[src/rtl/rxf_pkg.sv]
package rxf_pkg;
  localparam int CTRL_W   = 8;
  localparam int ADDR_W   = 48;
  localparam int WORD_W   = 16;
  localparam int CFG_RST  = 0;
  localparam int CFG_EN   = 1;
  localparam int CFG_FC   = 2;
  localparam int CFG_KP   = 3;
  localparam int CFG_RUNT = 4;
  localparam int CFG_PROM = 5;
  localparam int CFG_NOCRC = 6;
  localparam int CFG_BCF  = 7;
  localparam int GROUP_BIT = 40;
  localparam logic [ADDR_W-1:0] PAUSE_DA = 48'h0180C2000001;
  localparam logic [WORD_W-1:0] PAUSE_ET = 16'h8808;
  localparam logic [WORD_W-1:0] PAUSE_OP = 16'h0001;

  typedef enum logic [1:0] {ST_HALTED, ST_READY, ST_RECV} rxState_t;

  typedef struct packed {
    logic bcastFilter;
    logic noErrCheck;
    logic promisc;
    logic runtOk;
    logic keepPause;
    logic flowCtl;
  } filtCfg_t;

  typedef struct packed {
    logic decide;
  } ctrlStrobe_t;
endpackage

[src/rtl/rxf_ctrl.sv]
module rxf_ctrl
  import rxf_pkg::*;
(
  input  logic              clk,
  input  logic              rstN,
  input  logic              cfgWrEn,
  input  logic [CTRL_W-1:0] cfgWrData,
  input  logic              frmStart,
  input  logic              frmEnd,
  output filtCfg_t          cfg,
  output ctrlStrobe_t       strobe,
  output logic              running,
  output logic [CTRL_W-1:0] cfgRdData
);
  logic [CTRL_W-1:CFG_FC] relaxReg;
  logic enReg;
  logic rstPend;
  rxState_t state, nextState;

  always_ff @(posedge clk or negedge rstN) begin
    if (!rstN) begin
      relaxReg <= '0;
      enReg    <= 1'b0;
      rstPend  <= 1'b0;
      state    <= ST_HALTED;
    end else begin
      rstPend <= cfgWrEn & cfgWrData[CFG_RST];
      if (cfgWrEn) begin
        enReg    <= cfgWrData[CFG_EN];
        relaxReg <= cfgWrData[CTRL_W-1:CFG_FC];
      end
      state <= nextState;
    end
  end

  always_comb begin
    nextState = state;
    if (rstPend) begin
      nextState = enReg ? ST_READY : ST_HALTED;
    end else begin
      case (state)
        ST_HALTED: if (enReg) nextState = ST_READY;
        ST_READY: begin
          if (!enReg)        nextState = ST_HALTED;
          else if (frmStart) nextState = ST_RECV;
        end
        ST_RECV:   if (frmEnd) nextState = enReg ? ST_READY : ST_HALTED;
        default:   nextState = ST_HALTED;
      endcase
    end
  end

  assign strobe.decide   = (state == ST_RECV) && frmEnd && !rstPend;
  assign running         = (state != ST_HALTED);
  assign cfg.bcastFilter = relaxReg[CFG_BCF];
  assign cfg.noErrCheck  = relaxReg[CFG_NOCRC];
  assign cfg.promisc     = relaxReg[CFG_PROM];
  assign cfg.runtOk      = relaxReg[CFG_RUNT];
  assign cfg.keepPause   = relaxReg[CFG_KP];
  assign cfg.flowCtl     = relaxReg[CFG_FC];
  assign cfgRdData       = {relaxReg, enReg | running, rstPend};
endmodule

[src/rtl/rxf_datapath.sv]
module rxf_datapath
  import rxf_pkg::*;
#(
  parameter int LEN_W   = 14,
  parameter int MIN_LEN = 64
) (
  input  logic              clk,
  input  logic              rstN,
  input  filtCfg_t          cfg,
  input  ctrlStrobe_t       strobe,
  input  logic [ADDR_W-1:0] dstAddr,
  input  logic [WORD_W-1:0] etherType,
  input  logic [WORD_W-1:0] opcode,
  input  logic [WORD_W-1:0] quantaIn,
  input  logic              perfectHit,
  input  logic              hashHit,
  input  logic [LEN_W-1:0]  frmLen,
  input  logic              crcGood,
  input  logic              phyErr,
  output logic              frmAccept,
  output logic              frmDrop,
  output logic              pauseReq,
  output logic [WORD_W-1:0] pauseQuanta
);
  localparam logic [LEN_W-1:0] MIN_LEN_V = LEN_W'(MIN_LEN);

  logic isBcast, isGroup, isPause, cleanRx;
  logic addrOk, errOk, lenOk, passAll, actPause;

  always_comb begin
    isBcast = &dstAddr;
    isGroup = dstAddr[GROUP_BIT];
    isPause = (dstAddr == PAUSE_DA) && (etherType == PAUSE_ET) && (opcode == PAUSE_OP);
    cleanRx = crcGood && !phyErr;
    if (cfg.promisc)  addrOk = 1'b1;
    else if (isBcast) addrOk = !cfg.bcastFilter;
    else if (isGroup) addrOk = perfectHit || hashHit;
    else              addrOk = perfectHit;
    errOk    = cfg.noErrCheck || cleanRx;
    lenOk    = cfg.runtOk || (frmLen >= MIN_LEN_V);
    passAll  = errOk && lenOk && (isPause ? cfg.keepPause : addrOk);
    actPause = isPause && cfg.flowCtl && cleanRx;
  end

  always_ff @(posedge clk or negedge rstN) begin
    if (!rstN) begin
      frmAccept   <= 1'b0;
      frmDrop     <= 1'b0;
      pauseReq    <= 1'b0;
      pauseQuanta <= '0;
    end else begin
      frmAccept <= strobe.decide && passAll;
      frmDrop   <= strobe.decide && !passAll;
      pauseReq  <= strobe.decide && actPause;
      if (strobe.decide && actPause) pauseQuanta <= quantaIn;
    end
  end
endmodule

[src/rtl/rx_accept_filter.sv]
module rx_accept_filter
  import rxf_pkg::*;
#(
  parameter int LEN_W   = 14,
  parameter int MIN_LEN = 64
) (
  input  logic              clk,
  input  logic              rstN,
  input  logic              cfgWrEn,
  input  logic [CTRL_W-1:0] cfgWrData,
  output logic [CTRL_W-1:0] cfgRdData,
  input  logic              frmStart,
  input  logic              frmEnd,
  input  logic [ADDR_W-1:0] dstAddr,
  input  logic [WORD_W-1:0] etherType,
  input  logic [WORD_W-1:0] opcode,
  input  logic [WORD_W-1:0] quantaIn,
  input  logic              perfectHit,
  input  logic              hashHit,
  input  logic [LEN_W-1:0]  frmLen,
  input  logic              crcGood,
  input  logic              phyErr,
  output logic              frmAccept,
  output logic              frmDrop,
  output logic              pauseReq,
  output logic [WORD_W-1:0] pauseQuanta,
  output logic              running
);
  filtCfg_t    cfg;
  ctrlStrobe_t strobe;

  rxf_ctrl u_ctrl (
    .clk(clk), .rstN(rstN), .cfgWrEn(cfgWrEn), .cfgWrData(cfgWrData),
    .frmStart(frmStart), .frmEnd(frmEnd), .cfg(cfg), .strobe(strobe),
    .running(running), .cfgRdData(cfgRdData)
  );

  rxf_datapath #(.LEN_W(LEN_W), .MIN_LEN(MIN_LEN)) u_dp (
    .clk(clk), .rstN(rstN), .cfg(cfg), .strobe(strobe),
    .dstAddr(dstAddr), .etherType(etherType), .opcode(opcode), .quantaIn(quantaIn),
    .perfectHit(perfectHit), .hashHit(hashHit), .frmLen(frmLen),
    .crcGood(crcGood), .phyErr(phyErr), .frmAccept(frmAccept), .frmDrop(frmDrop),
    .pauseReq(pauseReq), .pauseQuanta(pauseQuanta)
  );
endmodule

[config.mk]
export PLATFORM = sky130hd
export DESIGN_NAME = rx_accept_filter
export DESIGN_NICKNAME = d
export VERILOG_FILES = /design/src/rtl/rxf_pkg.sv /design/src/rtl/rxf_ctrl.sv /design/src/rtl/rxf_datapath.sv /design/src/rtl/rx_accept_filter.sv
export SDC_FILE = /design/constraint.sdc
export NUM_CORES = 1
export LEC_CHECK = 0
export BUFFER_PORTS_ARGS = -buffer_cell sky130_fd_sc_hd__buf_2
export CAP_MARGIN = 20
export CORE_UTILIZATION = 33
export CTS_CLUSTER_DIAMETER = 150
export DETAILED_ROUTE_END_ITERATION = 8
export GPL_TIMING_DRIVEN = 0
export PLACE_DENSITY = 0.8
export SETUP_SLACK_MARGIN = 0.4
export SYNTH_ARGS = -nofsm -noshare
export SYNTH_HDL_FRONTEND = slang
export SYNTH_SLANG_ARGS = --single-unit
[constraint.sdc]
create_clock -name clk -period 1.8 [get_ports clk]
set_input_delay 0.27 -clock clk [delete_from_list [all_inputs] [get_ports clk]]
set_output_delay 0.27 -clock clk [all_outputs]
set_load 0.01 [all_outputs]
==> flow_metrics.tcl <==
set metrics [dict create \
    status "completed" \
    io_buffers 147 \
    final_core_util_pct 55.0 \
    hold_violations 0 \
    startpoint_type "flip-flop" \
    die_x_um 71.8 \
    grt_use_met3_pct 4.92 \
    grt_pass1_wl_um 7600 \
    finalSetupViolCount 0 \
    tritoncts "built" \
    synth_edf_count 0 \
    hold_buffers 0 \
    synth_top_area_cell "dfrtp_1" \
    drt_iter0_drc 101 \
    ys_async_sr_fraction_pct 100 \
    power.internal_mw 1.29 \
    switchingPower_uw 375 \
    antenna_found_initial 0 \
    hp-class "input pin to async pin" \
    worst_pin_slew_ns 0.640 \
    grt_use_met2_pct 36.6 \
    core_area_um2 4690 \
    netlist_instances 133 \
    fmax_ghz 0.583 \
    clk_path_buf_depth 2 \
    synthTopCellsByCount "29 x dfrtp_1, 15 x nand4_1, 15 x nor4_1" \
    power_frac_seq_pct 41.7 \
    firstDrtPassIters 6 \
    syn2layout_area_growth_pct 60.7 \
    yosysUniqueCellTypes 38 \
    slew_headroom_pct 57.3 \
    dieArea_um2 5150 \
    crit_fanout 10 \
    syn-cell-area_um2 1610 \
    grt_pass1_vias 1770 \
    clock_latency_ns 0.28 \
    cp-end-kind "flip-flop" \
    cts-root-buf "clkbuf_8" \
    grt_max_degree 30 \
    busiest_layer "met2" \
    fillers 446 \
    power.share.clock_pct 41.2 \
    pwr_density_cell_nw_per_um2 646 \
    multi_input_area_um2 876 \
    track_usage_pct 19.2 \
    final_antenna_net_count 0 \
    maxCapViolations 0 \
    crit_chain "nand2b_4 -> nor3b_4 -> and3_4 -> nand4_4 -> buf_12 -> mux2_4" \
    diodes 0 \
    synth_warnings 0 \
    cts.sinks 29 \
    use_met1_pct 19.4 \
    ys_ff_latch 29 \
    drc 0 \
    place_congestion 0.787 \
    ys.flop_type "dfrtp_1" \
    crit_required_ns 1.96 \
    via_count 1766 \
    combPwrFrac_pct 17.1 \
    grt_overflow 0 \
    htreeDepth 2 \
    ioPinCount 155 \
    ys_seq_area_share_pct 45.2 \
    seqCellArea_um2 726 \
    wl_um 4900 \
    stdcell_count 345 \
    slowest_delay_ns 0.38 \
    initial_core_util_pct 34.2 \
    vias_per_cell 5.12 \
    rows 25 \
    dp_cells 334 \
    final_max_slew_viol_count 0 \
    die_h_um 71.8 \
    post-route-period-util_pct 95.3 \
    cp.arrival_ns 1.87 \
    path_delay_family "simple AND/OR/NAND/NOR gates" \
    rsz0062_at_grt "true" \
    stdcell_area_um2 2580 \
    slowest_stage "dfrtp_1" \
    vdd_ir_drop_max_mv 0.595 \
    syn-num-nets 260 \
    synth_area_leaders "dfrtp_1 45%, mux2_4 9.3%, mux2_2 9.1%" \
    numCtsBuffers 5 \
    synth.most_common_cell "dfrtp_1" \
    finalNetCount 417 \
    drive_gt1_share_pct 67.4 \
    placed_area_um2 2420 \
    p_leak_nw 1.40 \
    hpwl_um 4100 \
    fin_skew_ns 0.00321 \
    criticalPathCategory "flip-flop to flip-flop" \
    finalCriticalPeriod_ns 1.71 \
    switching_share_pct 22.5 \
    avgSynthCellArea_um2 12.1 \
    wl_per_cell_um 14.2 \
    clk_pin_slew_worst_paths_ns 0.06 \
    synth_top_area_share_pct 45.2 \
    timing.critical_path.buf_inv 1 \
    whs_ns 0.0152 \
]
timing repair:
| item | CTS | global route |
|---|---|---|
| setup endpoints to repair | 20 | 20 |
| buffers inserted | 2 | 1 |
| pin swaps | 0 | 1 |
| gates resized for setup | 2 | 1 |
kinds of logic after synthesis:
logic type	Yosys count	share of synthesized area [%]
compound gates	9	4.44
buf+inv	3	1.40
flops	29	45.2
mux	24	19.1
simple gates	68	29.9
placed cells by master, fill, tap and decap left out, types with 4 or more instances in the layout:
cell / n
clkbuf_8: 6
buf_2: 146
nor4b_2: 4
nand4_1: 15
mux2_2: 13
nor2_1: 7
nor4_1: 14
buf_4: 4
nand3_1: 5
dfrtp_1: 29
mux2_4: 10
power groups by stage:
stage                     combinational, mW  sequential (mW)  clock [mW]
after detailed placement              0.275            0.709           0
final                                 0.286            0.695       0.687
after CTS                             0.289            0.695       0.709
after floorplan                      0.0790            0.711           0
after global routing                  0.313            0.698       0.748
after global placement                0.267            0.708           0
state kept, by name, summed over array words and instances, names as in the netlist:
name              cells
u_ctrl.cfg            6
u_ctrl.enReg          1
u_ctrl.rstPend        1
u_ctrl.state          2
u_dp.frmAccept        1
u_dp.frmDrop          1
u_dp.pauseQuanta     16
u_dp.pauseReq         1
through the flow:
stage / total power [mW] / setup slack [ns] / TNS (ns)
3_3_place_gp: 0.975 / -0.242 / -2.73
5_1_grt: 1.76 / 0.00476 / 0
6_report: 1.67 / 0.0855 / 0
3_5_place_dp: 0.984 / -0.265 / -3.10
4_1_cts: 1.69 / 0.0540 / 0
2_1_floorplan: 0.790 / 0.0776 / 0
routing by layer:
metal	up-vias	wire length [um]
li1	848	-
met1	804	1760
met2	101	2580
met3	13	410
met4	0	148
met5	-	0
final cells by class:
type                    count  area share, %
well taps                  54           2.62
multi-input cells         101           33.9
repair buffers            150           29.6
clock inverters             1           1.16
flip-flops and latches     29           28.1
clock buffers               7           3.34
plain buffers               3           1.21
worst paths after layout:
kind	end	start	depth (start not counted)	slack [ns]
min in group clk	u_ctrl.rstPend	cfgWrData[0]	2	0.20
max reg2reg	u_dp.pauseQuanta[14]	u_ctrl.state[0]	6	0.09
max in group asynchronous	u_ctrl.cfg[3]	rstN	1	1.37
max	u_dp.pauseQuanta[14]	u_ctrl.state[0]	6	0.09
min	u_dp.pauseQuanta[6]	rstN	1	0.02
min reg2reg	u_dp.pauseQuanta[2]	u_dp.pauseQuanta[2]	1	0.50
Power figures use the tool's default switching activity.
